## config.mk

```make
export PLATFORM = sky130hd
export DESIGN_NAME = hm_clock12
export DESIGN_NICKNAME = d
export VERILOG_FILES = /design/src/rtl/hm_clock12_pkg.sv /design/src/rtl/hm_tick_gen.sv /design/src/rtl/hm_btn_sync.sv /design/src/rtl/hm_time_core.sv /design/src/rtl/hm_seg_dec.sv /design/src/rtl/hm_clock12.sv
export SDC_FILE = /design/constraint.sdc
export NUM_CORES = 1
export LEC_CHECK = 0
export ABC_AREA = 1
export CORE_MARGIN = 2
export CORE_UTILIZATION = 45
export DETAILED_ROUTE_END_ITERATION = 8
export GPL_TIMING_DRIVEN = 0
export PLACE_DENSITY = 0.7
export SLEW_MARGIN = 20
export SYNTH_ARGS = -nofsm -noshare
export SYNTH_HDL_FRONTEND = slang
export SYNTH_HIERARCHICAL = 1
export SYNTH_SLANG_ARGS = --single-unit
```

## constraint.sdc

```tcl
create_clock -name clk -period 3.21 [get_ports clk]
set_clock_uncertainty 0.2 [all_clocks]
set_input_delay 0.8025 -clock clk [delete_from_list [all_inputs] [get_ports clk]]
set_output_delay 0.8025 -clock clk [all_outputs]
set_load 0.02 [all_outputs]
```

## src/rtl/hm_clock12_pkg.sv

```systemverilog
package hm_clock12_pkg;

  typedef struct packed {
    logic [3:0] hr_hi;
    logic [3:0] hr_lo;
    logic [3:0] mn_hi;
    logic [3:0] mn_lo;
  } hm_time_t;

  localparam hm_time_t TIME_AT_RESET = '{hr_hi: 4'd1, hr_lo: 4'd2, mn_hi: 4'd0, mn_lo: 4'd0};

  // Next minute pair {tens, units}; wraps 59 -> 00
  function automatic logic [7:0] minute_next(input logic [3:0] hi, input logic [3:0] lo);
    if (lo == 4'd9) begin
      if (hi == 4'd5) return 8'h00;
      return {hi + 4'd1, 4'd0};
    end
    return {hi, lo + 4'd1};
  endfunction

  // Next hour pair {tens, units} in 12-hour form
  function automatic logic [7:0] hour_next(input logic [3:0] hi, input logic [3:0] lo);
    if (hi == 4'd1 && lo == 4'd2) return {4'd0, 4'd1};
    if (lo == 4'd9) return {4'd1, 4'd0};
    return {hi, lo + 4'd1};
  endfunction

endpackage

```

## src/rtl/hm_tick_gen.sv

```systemverilog
module hm_tick_gen #(
  parameter int TICKS_PER_SEC = 24_000_000
) (
  input  logic clk,
  input  logic rst_n,
  input  logic en,
  input  logic clr,
  output logic tick
);
  localparam int CW = (TICKS_PER_SEC > 2) ? $clog2(TICKS_PER_SEC) : 1;
  localparam logic [CW-1:0] LAST = CW'(TICKS_PER_SEC - 1);

  logic [CW-1:0] cnt;

  always_ff @(posedge clk or negedge rst_n) begin
    if (!rst_n) begin
      cnt <= '0;
    end else if (clr) begin
      cnt <= '0;
    end else if (en) begin
      cnt <= (cnt == LAST) ? '0 : cnt + 1'b1;
    end
  end

  assign tick = en & ~clr & (cnt == LAST);
endmodule

```

## src/rtl/hm_btn_sync.sv

```systemverilog
module hm_btn_sync #(
  parameter int N = 3
) (
  input  logic         clk,
  input  logic         rst_n,
  input  logic [N-1:0] btn_in,
  output logic [N-1:0] level,
  output logic [N-1:0] rise
);
  for (genvar g = 0; g < N; g++) begin : g_bit
    logic s1, s2, prev;
    always_ff @(posedge clk or negedge rst_n) begin
      if (!rst_n) begin
        s1   <= 1'b0;
        s2   <= 1'b0;
        prev <= 1'b0;
      end else begin
        s1   <= btn_in[g];
        s2   <= s1;
        prev <= s2;
      end
    end
    assign level[g] = s2;
    assign rise[g]  = s2 & ~prev;
  end
endmodule

```

## src/rtl/hm_time_core.sv

```systemverilog
module hm_time_core
  import hm_clock12_pkg::*;
(
  input  logic     clk,
  input  logic     rst_n,
  input  logic     tick,
  input  logic     hr_step,
  input  logic     min_step,
  output hm_time_t now
);
  logic [5:0] sec, sec_nxt;
  hm_time_t   now_nxt;

  always_comb begin
    now_nxt = now;
    sec_nxt = sec;
    if (min_step || hr_step) begin
      if (min_step) begin
        {now_nxt.mn_hi, now_nxt.mn_lo} = minute_next(now.mn_hi, now.mn_lo);
        sec_nxt = '0;
      end
      if (hr_step) begin
        {now_nxt.hr_hi, now_nxt.hr_lo} = hour_next(now.hr_hi, now.hr_lo);
      end
    end else if (tick) begin
      if (sec == 6'd59) begin
        sec_nxt = '0;
        {now_nxt.mn_hi, now_nxt.mn_lo} = minute_next(now.mn_hi, now.mn_lo);
        if (now.mn_hi == 4'd5 && now.mn_lo == 4'd9) begin
          {now_nxt.hr_hi, now_nxt.hr_lo} = hour_next(now.hr_hi, now.hr_lo);
        end
      end else begin
        sec_nxt = sec + 6'd1;
      end
    end
  end

  always_ff @(posedge clk or negedge rst_n) begin
    if (!rst_n) begin
      sec <= '0;
      now <= TIME_AT_RESET;
    end else begin
      sec <= sec_nxt;
      now <= now_nxt;
    end
  end
endmodule

```

## src/rtl/hm_seg_dec.sv

```systemverilog
module hm_seg_dec (
  input  logic [3:0] digit,
  output logic [6:0] seg_n
);
  always_comb begin
    unique case (digit)
      4'd0:    seg_n = 7'b1000000;
      4'd1:    seg_n = 7'b1111001;
      4'd2:    seg_n = 7'b0100100;
      4'd3:    seg_n = 7'b0110000;
      4'd4:    seg_n = 7'b0011001;
      4'd5:    seg_n = 7'b0010010;
      4'd6:    seg_n = 7'b0000010;
      4'd7:    seg_n = 7'b1111000;
      4'd8:    seg_n = 7'b0000000;
      4'd9:    seg_n = 7'b0010000;
      default: seg_n = 7'b1111111;
    endcase
  end
endmodule

```

## src/rtl/hm_clock12.sv

```systemverilog
module hm_clock12
  import hm_clock12_pkg::*;
#(
  parameter int TICKS_PER_SEC = 24_000_000
) (
  input  logic       clk,
  input  logic       rst_n,
  input  logic       btn_set,
  input  logic       btn_hour,
  input  logic       btn_min,
  output logic [6:0] seg_hr_hi,
  output logic [6:0] seg_hr_lo,
  output logic [6:0] seg_mn_hi,
  output logic [6:0] seg_mn_lo
);
  localparam int NBTN = 3;
  localparam int NDIG = 4;

  logic [NBTN-1:0] btn_lvl, btn_rise;
  logic            set_on, hr_step, min_step, tick;
  hm_time_t        now;
  logic [3:0]      digits [NDIG];
  logic [6:0]      segs   [NDIG];

  hm_btn_sync #(.N(NBTN)) u_sync (
    .clk    (clk),
    .rst_n  (rst_n),
    .btn_in ({btn_min, btn_hour, btn_set}),
    .level  (btn_lvl),
    .rise   (btn_rise)
  );

  assign set_on   = btn_lvl[0];
  assign hr_step  = set_on & btn_rise[1];
  assign min_step = set_on & btn_rise[2];

  hm_tick_gen #(.TICKS_PER_SEC(TICKS_PER_SEC)) u_tick (
    .clk   (clk),
    .rst_n (rst_n),
    .en    (~set_on),
    .clr   (min_step),
    .tick  (tick)
  );

  hm_time_core u_core (
    .clk      (clk),
    .rst_n    (rst_n),
    .tick     (tick),
    .hr_step  (hr_step),
    .min_step (min_step),
    .now      (now)
  );

  assign digits[0] = now.mn_lo;
  assign digits[1] = now.mn_hi;
  assign digits[2] = now.hr_lo;
  assign digits[3] = now.hr_hi;

  for (genvar g = 0; g < NDIG; g++) begin : g_dec
    hm_seg_dec u_dec (.digit(digits[g]), .seg_n(segs[g]));
  end

  assign seg_mn_lo = segs[0];
  assign seg_mn_hi = segs[1];
  assign seg_hr_lo = segs[2];
  assign seg_hr_hi = segs[3];
endmodule

```

# Word level (Yosys, flattened, before mapping)
# Memory sizes are Yosys's and may differ from the RTL's.
# Cells that the tools add are included.
word_totals:
  register_bits: 55
  mem_bits_ro: 448
  input_bits: 5
  output_inout_bits: 28
  wordCells: 113
  n_memories: 4
classes:
  n_addsub: 5
  eq_ne: 12
  muxes: 55
  bitwise: 10
  n_reduce_logical: 13
mem_list:
  columns: ["memory", "words", "word_bits", "rd", "rd_clocked_by_memory_dff", "write_ports", "line_no", "source"]
  rows:
  - ["(no name shown)", 16, 7, 1, 0, 0, "hm_seg_dec.sv:6", "unique case (digit)"]
  - ["(no name shown)", 16, 7, 1, 0, 0, "hm_seg_dec.sv:6", null]
  - ["(no name shown)", 16, 7, 1, 0, 0, "hm_seg_dec.sv:6", null]
  - ["(no name shown)", 16, 7, 1, 0, 0, "hm_seg_dec.sv:6", null]
ops:
  columns: ["cell", "n"]
  rows:
  - ["two-way mux 8 bit", 16]
  - ["two-way mux 25 bit", 3]
  - ["two-way mux 16 bit", 3]
  - ["two-way mux 1 bit", 29]
  - ["adder 25 x 1 -> 25 bit, second input constant", 1]
  - ["equality test 25 bit, second input constant", 1]
  - ["two-way mux 6 bit", 4]
  - ["adder 4 x 1 -> 4 bit, second input constant", 3]
  - ["equality test 4 bit, second input constant", 2]
  - ["nonzero test 2 bit", 4]
  - ["adder 6 x 1 -> 6 bit, second input constant", 1]
  - ["bitwise AND 1 bit", 6]
  - ["equality test 6 bit, second input constant", 1]
  - ["inequality test 2 x 1 -> 1 bit, second input constant", 3]
  - ["AND reduction 6 bit", 1]
  - ["AND reduction 5 bit", 1]
  - ["equality test 4 x 1 -> 1 bit, second input constant", 1]
  - ["equality test 4 x 2 -> 1 bit, second input constant", 1]
  - ["equality test 4 x 3 -> 1 bit, second input constant", 1]
  - ["NOT 1 bit", 4]
  - ["AND reduction 4 bit", 1]
  - ["inequality test 3 bit, second input constant", 1]
  - ["AND reduction 3 bit", 1]
  - ["nonzero test 3 bit", 1]
  - ["other kinds (4)", 5]

# Longest topological paths before layout
depth:
  depth_word: 19
  depth_mapped: 15
  ltp_nobuf: 15

# Hierarchy
# The synthesis kept the hierarchy.
by_module_without_submodules:
  columns: ["mod", "n_inst", "cells_each", "area_each_um2", "seq_area_each_um2"]
  rows:
  - ["hm_tick_gen", 1, 219, 1585.3, 625.6]
  - ["hm_time_core", 1, 155, 1202.4, 478.0]
  - ["hm_seg_dec", 4, 35, 187.7, 0.0]
  - ["hm_btn_sync", 1, 18, 277.8, 225.2]
  - ["hm_clock12", 1, 5, 18.8, 0.0]

# Worst setup path before layout
# OpenSTA, ideal clock, no wires.
synth_path:
  path_type: "reg2out"
  from: "reg, netlist name u_core/now[9]"
  to: "out seg_hr_lo[3]"
  t_arrival_ps: 1234
  required_ps: 2207
  slack_ps: 973
  path_stages_with_launch: 6
  path_buffers: 0
  cell_sequence: "dfstp_2 > inv_1 > ha_1 > nand2_1 > nand3_1 > nand2_1"
synth_via:
  elab_chain_cells: 1
synth_lines:
  columns: ["item", "line_no", "source"]
  rows:
  - ["memory (16 x 7 bit)", null, null]
  - ["end: declaration", "hm_clock12.sv:12", "output logic [6:0] seg_hr_lo,"]
# No other way between the ends.

# Worst setup path after layout
layout_path:
  from: "reg, netlist name u_core/now[12]"
  to: "out seg_hr_hi[5]"
layout_via:
  elab_chain_cells: 1
layout_lines:
  columns: ["item", "line_no", "source"]
  rows:
  - ["memory (16 x 7 bit)", null, null]
  - ["end: declaration", "hm_clock12.sv:11", "output logic [6:0] seg_hr_hi,"]
# No other way between the ends.

==> impl_metrics.csv <==
group,metric,value,unit
clock_network,clkTransAtPathRegs,0.10,ns
synthesis,yosysWarnings,6,
sta,fin_crit_sh,95.0,%
power_and_ir_drop,power_frac_seq,41.0,%
place,place.port_buffers,29,
floorplan,rows,33,
critical_path,crit_buf_inv,2,
clock_network,root_buffer,"clkbuf_8",
clock_network,clock_sinks,52,
cells_and_area,postLayoutCellArea,4330,um2
critical_path,crit_path_frequent_cell,"nand2_1",
cells_and_area,diodes,0,
global_routing,track_usage,17.6,%
power_and_ir_drop,pwr-share-clk,19.2,%
sta,worst_pin_slew,0.651,ns
power_and_ir_drop,switching_power,0.786,mW
global_routing,grt_use_met1,21.4,%
sta,max_freq,328,MHz
power_and_ir_drop,p_int,1.25,mW
critical_path,reg2reg_to,"u_core/now[10]$_DFFE_PN0P_",
power_and_ir_drop,swShare,38.6,%
synthesis,netlist_instances,532,
sta,period_needed,3.05,ns
critical_path,path_delay_family,"buffers and inverters",
global_routing,grt_pass1_vias,3095,
global_routing,use_met3,3.05,%
synthesis,netlist_area,3780,um2
floorplan,io_pins,33,
cells_and_area,drive_above_1_share,12.0,%
power_and_ir_drop,p_per_area,470,nW/um2
routing,drt-pass1-iter-count,4,
critical_path,crit_required,2.21,ns
floorplan,start_util,46.3,%
global_routing,antenna_found_initial,0,
critical_path,rr_worst_depth,13,
global_routing,use_met2,32.5,%
routing,drc,0,
power_and_ir_drop,comb_power_share,39.8,%
critical_path,slowest_delay,0.59,ns
floorplan,core_area,8180,um2
floorplan,die_y,95.7,um
critical_path,endpoint,"seg_hr_hi[5]",
power_and_ir_drop,fin_total_pwr,2.04,mW
power_and_ir_drop,peakVddDrop,232,uV
critical_path,crit_fanout,5,
sta,rsz0062_at_grt,"false",
critical_path,r2r_start,"u_tick/cnt[0]$_DFFE_PN0P_",
floorplan,die_x,95.7,um
sta,hold_viol,0,
place,placed_area,4210,um2
clock_network,clockBufferDepth,2,
place,place.gp.congestion,0.812,
routing,viasPerCell,4.87,
critical_path,critical_path_class,"register to primary output",
clock_network,cts_tree,"built",
routing,vias,3303,
global_routing,grt_overflow_total,0,
clock_network,hold_buffers,0,
job,maxCapViolCount,0,
floorplan,fp.dieArea,9160,um2
sta,hold_ws,0.153,ns
sta,relSlewSlack,56.6,%
clock_network,insertion_delay,0.31,ns
global_routing,busiest_layer,"met2",
global_routing,grt_pass1_wl,13100,um
clock_network,cts_buffers,5,
clock_network,cts_max_level,2,
critical_path,startpoint_type,"register",
worst_hold_path,hold_start,"u_sync/g_bit[2].s1$_DFF_PN0_",
cells_and_area,stdcell_count,678,
critical_path,cp-startpoint,"u_core/now[12]$_DFFE_PN1P_",
global_routing,grt_start_max_net_pins,53,
critical_path,crit_arrival,2.05,ns
routing,routed_wl,7400,um
critical_path,cp_cell_sequence,"inv_1 > ha_1 > o21ai_0 > nand2_1 > nand2_1 > clkdlybuf4s50_1",
critical_path,path_depth,6,
critical_path,rrSetupSlack,0.72,ns
routing,routedWlPerCell,10.9,um
cells_and_area,num-fill-cells,776,
power_and_ir_drop,p_leak,2.25,nW
synthesis,syn_avg_cell_area,7.11,um2
cells_and_area,fin_nets,601,
worst_hold_path,hold_class,"register to register",
routing,first_iter_violations,105,
critical_path,slowest_stage,"clkdlybuf4s50_1",
sta,finalSetupViolations,0,
critical_path,cp-end-kind,"primary output",
routing,ant_nets,0,
cells_and_area,syn_to_final_growth,14.5,%
run_status,outcome,"finished, final reports clean",
sta,slew_violations,0,
place,dp_hpwl,5530,um
place,dp.cells,668,
## per-stage QoR
stage               setup WS (ns)  TNS (ns)  util, %
floorplan                   0.973         0        -
global placement           -0.399    -19.83     51.5
detailed placement          0.383         0     51.5
CTS                        0.0243         0     52.7
global route               0.0336         0     53.0
finish                      0.161         0     53.0
## metal layers
metal / share of wire (%) / routed length (um)
met5: 0 / 0
met4: 0.59 / 44
met3: 1.9 / 138
met1: 47 / 3450
met2: 51 / 3770
## layout make-up
| cell class | instances | area (um2) | share of cell area [%] |
|---|---|---|---|
| well taps | 105 | 131 | 3.03 |
| clock inverters | 2 | 15.0 | 0.346 |
| flip-flops and latches | 52 | 1310 | 30.1 |
| repair buffers | 31 | 310 | 7.16 |
| multi-input cells | 397 | 2140 | 49.4 |
| plain buffers | 8 | 53.8 | 1.24 |
| inverters | 77 | 293 | 6.76 |
| clock buffers | 6 | 82.6 | 1.91 |
## sequential cells by signal, summed over array words and instances (netlist names)
name	count
u_sync/g_bit.prev	2
u_sync/g_bit.s2	3
u_sync/g_bit.s1	3
u_tick/cnt	25
u_core/now	13
u_core/sec	6
## placed cells by master, fill, tap and decap left out, drive strengths merged, types with 9 or more instances in the layout
cell type and instances:
nor2 57, buf 9, ha 24, nand2 181, clkdlybuf4s50 25, nand3 53
dfrtp 50, xor2 15, inv 72, o21ai 29
## power by group through the flow
| stage | sequential, mW | clock [mW] | combinational [mW] |
|---|---|---|---|
| final | 0.835 | 0.391 | 0.810 |
| after global routing | 0.852 | 0.438 | 0.911 |
| after CTS | 0.836 | 0.414 | 0.804 |
| after detailed placement | 0.850 | 0 | 0.800 |
| after global placement | 0.844 | 0 | 0.778 |
| after floorplan | 0.824 | 0 | 0.532 |
## worst reg2reg max path, stage by stage, from the launching register on
cell     delay [ns]
dfrtp_1        0.39
ha_1           0.20
nand3_1        0.16
inv_1          0.09
nand2_1        0.10
inv_1          0.11
nand4_1        0.13
nor3_1         0.39
inv_1          0.10
nor2_1         0.19
nand4_4        0.17
nand2_4        0.12
nand2_1        0.05
nand2_1        0.05
## repair_timing
action / in CTS / in global routing
endpoints found under the setup margin: 0 / 6
hold endpoints to repair: 0 / 0
setup buffers: 0 / 2
resized for setup: 0 / 5
## worst min-delay path by stage
stage                                    to  slack [ns]  cells past startpoint
4_1_cts        u_sync/g_bit[2].s2$_DFF_PN0_        0.16                      0
3_3_place_gp   u_sync/g_bit[1].s2$_DFF_PN0_        0.13                      0
3_5_place_dp   u_sync/g_bit[2].s2$_DFF_PN0_        0.13                      0
2_1_floorplan  u_sync/g_bit[0].s2$_DFF_PN0_        0.13                      0
5_1_grt        u_sync/g_bit[0].s2$_DFF_PN0_        0.17                      0
6_report       u_sync/g_bit[2].s2$_DFF_PN0_        0.15                      0
Note: power is estimated with default switching activity, not from simulation.
